### src/rtl/paged_phy_seq.sv
module paged_phy_seq #(
  parameter int ADDR_W   = 5,
  parameter int DATA_W   = 16,
  parameter int STD_REGS = 16
) (
  input  logic              clk,
  input  logic              rst_n,
  input  logic              req_valid,
  input  logic              req_write,
  input  logic [ADDR_W-1:0] req_phy,
  input  logic [ADDR_W-1:0] req_reg,
  input  logic [DATA_W-1:0] req_page,
  input  logic [DATA_W-1:0] req_wdata,
  input  logic [ADDR_W-1:0] sel_reg,
  output logic              busy,
  output logic              done,
  output logic [DATA_W-1:0] rdata,
  output logic              lock_req,
  input  logic              lock_gnt,
  output logic              mgmt_req,
  output logic              mgmt_write,
  output logic [ADDR_W-1:0] mgmt_phy,
  output logic [ADDR_W-1:0] mgmt_reg,
  output logic [DATA_W-1:0] mgmt_wdata,
  input  logic              mgmt_ack,
  input  logic [DATA_W-1:0] mgmt_rdata
);

  typedef enum logic [2:0] {
    S_IDLE, S_LOCK, S_RDPG, S_SETPG, S_ACC, S_REST, S_DONE
  } st_t;

  localparam logic [ADDR_W-1:0] FIRST_VENDOR = ADDR_W'(STD_REGS);

  st_t               st;
  logic              q_wr;
  logic              need_rest;
  logic [ADDR_W-1:0] q_phy, q_reg, q_sel;
  logic [DATA_W-1:0] q_page, q_wdata, orig_page, rdata_q;

  wire paged = (q_reg >= FIRST_VENDOR);

  assign busy       = (st != S_IDLE);
  assign done       = (st == S_DONE);
  assign rdata      = rdata_q;
  assign lock_req   = (st != S_IDLE) && (st != S_DONE);
  assign mgmt_req   = (st == S_RDPG) || (st == S_SETPG) || (st == S_ACC) || (st == S_REST);
  assign mgmt_write = (st == S_SETPG) || (st == S_REST) || ((st == S_ACC) && q_wr);
  assign mgmt_phy   = q_phy;
  assign mgmt_reg   = (st == S_ACC) ? q_reg : q_sel;
  assign mgmt_wdata = (st == S_SETPG) ? q_page :
                      (st == S_REST)  ? orig_page : q_wdata;

  always_ff @(posedge clk) begin
    if (!rst_n) begin
      st        <= S_IDLE;
      q_wr      <= 1'b0;
      q_phy     <= '0;
      q_reg     <= '0;
      q_sel     <= '0;
      q_page    <= '0;
      q_wdata   <= '0;
      orig_page <= '0;
      rdata_q   <= '0;
      need_rest <= 1'b0;
    end else begin
      case (st)
        S_IDLE: if (req_valid) begin
          q_wr      <= req_write;
          q_phy     <= req_phy;
          q_reg     <= req_reg;
          q_sel     <= sel_reg;
          q_page    <= req_page;
          q_wdata   <= req_wdata;
          need_rest <= 1'b0;
          st        <= S_LOCK;
        end
        S_LOCK: if (lock_gnt) st <= paged ? S_RDPG : S_ACC;
        S_RDPG: if (mgmt_ack) begin
          orig_page <= mgmt_rdata;
          need_rest <= (mgmt_rdata != q_page);
          st        <= (mgmt_rdata != q_page) ? S_SETPG : S_ACC;
        end
        S_SETPG: if (mgmt_ack) st <= S_ACC;
        S_ACC: if (mgmt_ack) begin
          if (!q_wr) rdata_q <= mgmt_rdata;
          st <= need_rest ? S_REST : S_DONE;
        end
        S_REST: if (mgmt_ack) st <= S_DONE;
        default: st <= S_IDLE;
      endcase
    end
  end

  a_r8_req_under_lock: assert property (@(posedge clk) disable iff (!rst_n)
    mgmt_req |-> lock_req);

  a_r8_lock_off_at_done: assert property (@(posedge clk) disable iff (!rst_n)
    done |-> !lock_req);

  a_r9_done_pulse: assert property (@(posedge clk) disable iff (!rst_n)
    done |=> (!done && !busy));

  a_r11_hold_fields: assert property (@(posedge clk) disable iff (!rst_n)
    (mgmt_req && !mgmt_ack) |=> (mgmt_req && $stable(mgmt_reg) && $stable(mgmt_write)
                                 && $stable(mgmt_wdata) && $stable(mgmt_phy)));

  a_r2_take_request: assert property (@(posedge clk) disable iff (!rst_n)
    (!busy && req_valid) |=> (busy && lock_req));

  a_r2_wait_grant: assert property (@(posedge clk) disable iff (!rst_n)
    (lock_req && !mgmt_req && !lock_gnt) |=> !mgmt_req);

endmodule

### config.mk
export PLATFORM = sky130hd
export DESIGN_NAME = paged_phy_seq
export DESIGN_NICKNAME = d
export VERILOG_FILES = /design/src/rtl/paged_phy_seq.sv
export SDC_FILE = /design/constraint.sdc
export NUM_CORES = 1
export LEC_CHECK = 0
export BUFFER_PORTS_ARGS = -buffer_cell sky130_fd_sc_hd__buf_4
export CAP_MARGIN = 20
export CORE_UTILIZATION = 55
export CTS_BUF_LIST = sky130_fd_sc_hd__clkbuf_4 sky130_fd_sc_hd__clkbuf_8
export CTS_CLUSTER_SIZE = 10
export DETAILED_ROUTE_END_ITERATION = 8
export GPL_TIMING_DRIVEN = 0
export PLACE_DENSITY = 0.85
export SYNTH_ARGS = -nofsm -noshare
export SYNTH_HDL_FRONTEND = slang
export SYNTH_SLANG_ARGS = --single-unit
### constraint.sdc
create_clock -name clk -period 3.77 [get_ports clk]
set_clock_uncertainty 0.2 [all_clocks]
set_input_delay 0.1885 -clock clk [delete_from_list [all_inputs] [get_ports clk]]
set_output_delay 0.1885 -clock clk [all_outputs]
set_load 0.05 [all_outputs]
==> impl_results.md <==
- Number of flops mapped to enable cells by yosys: 0
- Clock-pin slew on the worst setup and hold paths: ~0.08 ns
- Largest cells by area after synthesis: sky130_fd_sc_hd__dfxtp_1, sky130_fd_sc_hd__nand2_1, sky130_fd_sc_hd__a21boi_0
- GP Congestion: slightly below 0.9
- Total power of the final layout: just over 2000 µW
- Area growth from synthesis to final layout: 46.13%
- Gr usage total: 0.3557
- Number of cells produced by synthesis: ~460
- Synth Flop Type: sky130_fd_sc_hd__dfxtp_1
- Fill cell total of the finished layout: around 420
- Cell taking the most area after synthesis: sky130_fd_sc_hd__dfxtp_1
- IR drop worst, VDD: 0.2702 mV
- Combined area of all synthesized cells: between 3000 and 4000 µm²
- Total of warnings raised by yosys: 0
- Top metal layer carrying routed signals: met4
- Number of nets in the synthesized netlist: ~530
- Clock buffer depth: 2
- Leading cell types in the layout, fill and taps excluded: sky130_fd_sc_hd__nand2_1, sky130_fd_sc_hd__buf_4, sky130_fd_sc_hd__dfxtp_1
- Number of max-cap violations: 0
- Overall die area: ~7400 µm²
- Vias per cell: between 5 and 6
- Final core area utilization: 0.8326
- Average instance area after synthesis: approximately 8.4 µm²
- Via count: between 4,000 and 5,000
- Critical register-to-register path startpoint: st[2]
- Synth async-reset ratio: 0
- CTS Buf Count: 9
- Top-area cell type share of the netlist area: 0.4320
- Initial drt markers: just over 300
- Routed wire length on met3: around 970 µm
- Highest net fanout along the worst path: 10
- Number of I/O port buffers: ~110
- Boundary Pins: 116
- Pin count of the biggest net entering global routing: 13
- Type of element launching the critical path: register
- Number of pins exceeding their max-slew limit in the final report: 0
- Number of nets still failing antenna checks after routing: 0
- Total wirelength of the detailed-routed design: 12.81 mm
- Detailed-route DRC error count: 0
- Row cnt: 30
- Post-layout min period: about 2.6 ns
- TritonCTS clock tree: done
- Setup repair after global routing missed its margin: false
- Post-DP HPWL: 8.285 mm
- Total count of hold-check failures in the final report: 0
- WL met1: between 5 and 6 mm
- First-pass GRT wire length: approximately 20 mm
- Most common cell after layout, fill and taps aside: sky130_fd_sc_hd__nand2_1
- Post-synthesis register bit count: 84
- F_max: a little under 400 MHz
- Sequential cell area fraction in the yosys report: 0.4320
- Diode count: 0
- Tightest Hold Check Type: in2reg
- Root buffer selected by CTS: sky130_fd_sc_hd__clkbuf_8
- Starting density of the core: 0.5698
- Number of distinct library cells after synthesis: 38
- Core region area: around 6800 µm²
- Maximum level of the CTS H-tree: 3
- Pre-antenna DRT Iters: 5
- Total congestion overflow after global routing: 0
- LEAKAGE: ~0.0024 µW
- Worst path required time: roughly 3.4 ns
- Met2 wire length: ~6.4 mm
- Outcome: finished, final reports clean
- Reg-to-reg setup timing slack: 1.27 ns
- Critical path type: reg2out
- End point of the critical path: mgmt_wdata[8]
- Nets@finish: 725
- Ratio of cells with drive above 1 in the final layout: 0.2356
- Antenna violations before repair: 0
- Worst Max-Slew Pin Slew: 1.002 ns
- Clock Sink Count: 84
- Finish-stage setup viols: 0
- Floorplan die width: roughly 86 µm
- Arrival time worst endpoint: 2.19 ns
- Worst relative slew slack: 0.3258
- # Post-CTS Setup Buffers: 0
- Share of the cycle needed by the critical path after routing: 0.6828
- Pwr Density: ~360 nW/µm²
- DR WL/cell: 16.99 µm
- Startpoint of the worst setup timing path: st[1]
- Worst r2r dst: orig_page[12]
- Worst R2R Path Depth: 7
- Clock insertion delay at the later pin of the skew report: around 0.35 ns
- Critical Path End Type: output pin
- Die span in y: about 86 µm
- Vias in the first global route: roughly 4,200
- Total Neg Setup Slack: 0 ns
==> cell usage after synthesis, drive strengths merged, types with 4 or more instances <==
library cell / number
nand2: 133
a21oi: 18
nand4: 5
nor2b: 17
mux2i: 16
xnor2: 16
buf: 21
mux2: 5
a21boi: 64
inv: 4
dfxtp: 84
o21ai: 5
nor3: 4
clkbuf: 13
o22ai: 34
==> kinds of logic after synthesis <==
| group | Yosys count | synth area share |
|---|---|---|
| mux | 21 | 0.05561 |
| flops | 84 | 0.4320 |
| compound gates | 129 | 0.2234 |
| xor+xnor | 16 | 0.03600 |
| simple gates | 175 | 0.2019 |
| buf+inv | 39 | 0.05111 |
==> power breakdown <==
group / internal (µW) / leakage, µW / switching (µW) / total, µW
Combinational: 235 / 0.00166 / 313 / 549
Clock: 234 / 0.0000773 / 313 / 547
Sequential: 932 / 0.000684 / 41.5 / 973
Total: 1400 / 0.00242 / 668 / 2070
==> layer usage <==
| metal | up-vias | global-route usage |
|---|---|---|
| met1 | 1978 | 0.4215 |
| met5 | - | 0 |
| met2 | 215 | 0.6320 |
| met4 | 0 | 0.1379 |
| li1 | 1968 | - |
| met3 | 25 | 0.06930 |
==> how the worst min path moves through the flow <==
stage,from,endpoint,slack (ns),cells past startpoint
3_3_place_gp,q_sel[1],q_sel[1],0.24,2
4_1_cts,rst_n,orig_page[3],0.002,2
5_1_grt,rst_n,orig_page[7],0.03,2
3_5_place_dp,req_phy[3],mgmt_phy[3],0.25,3
2_1_floorplan,sel_reg[1],q_sel[1],0.12,2
6_report,rst_n,orig_page[8],0.009,2
==> what timing repair did <==
action,CTS,global route
hold buffers,67,0
resized for setup,0,0
endpoints found under the hold margin,80,0
==> per-stage QoR <==
step	cells	hold WS [ns]	cell area, µm²	setup slack (ns)
after floorplan	464	0.1233	3892	0.8168
final	754	0.009388	5688	1.196
after global routing	754	0.03176	5688	1.123
after detailed placement	674	0.2504	4868	1.647
after CTS	754	0.001753	5688	1.264
after global placement	674	0.2400	4868	1.708
==> area by class of cell <==
| class | count | area [µm²] | share of cell area |
|---|---|---|---|
| well taps | 96 | 120.1 | 0.02112 |
| clock inverters | 3 | 17.52 | 0.003080 |
| repair buffers | 181 | 1526 | 0.2684 |
| flip-flops and latches | 84 | 1682 | 0.2956 |
| multi-input cells | 341 | 2012 | 0.3537 |
| clock buffers | 10 | 131.4 | 0.02310 |
| inverters | 5 | 18.77 | 0.003300 |
| plain buffers | 34 | 180.2 | 0.03168 |
==> critical path, stage by stage (launching register included) <==
cell	delay, ns
sky130_fd_sc_hd__dfxtp_1	0.31
sky130_fd_sc_hd__buf_4	0.16
sky130_fd_sc_hd__clkinv_1	0.25
sky130_fd_sc_hd__nand2_1	0.28
sky130_fd_sc_hd__buf_2	0.26
sky130_fd_sc_hd__o22ai_1	0.11
sky130_fd_sc_hd__a21oi_1	0.23
sky130_fd_sc_hd__buf_4	0.24
(Power assumes the default switching activity.)
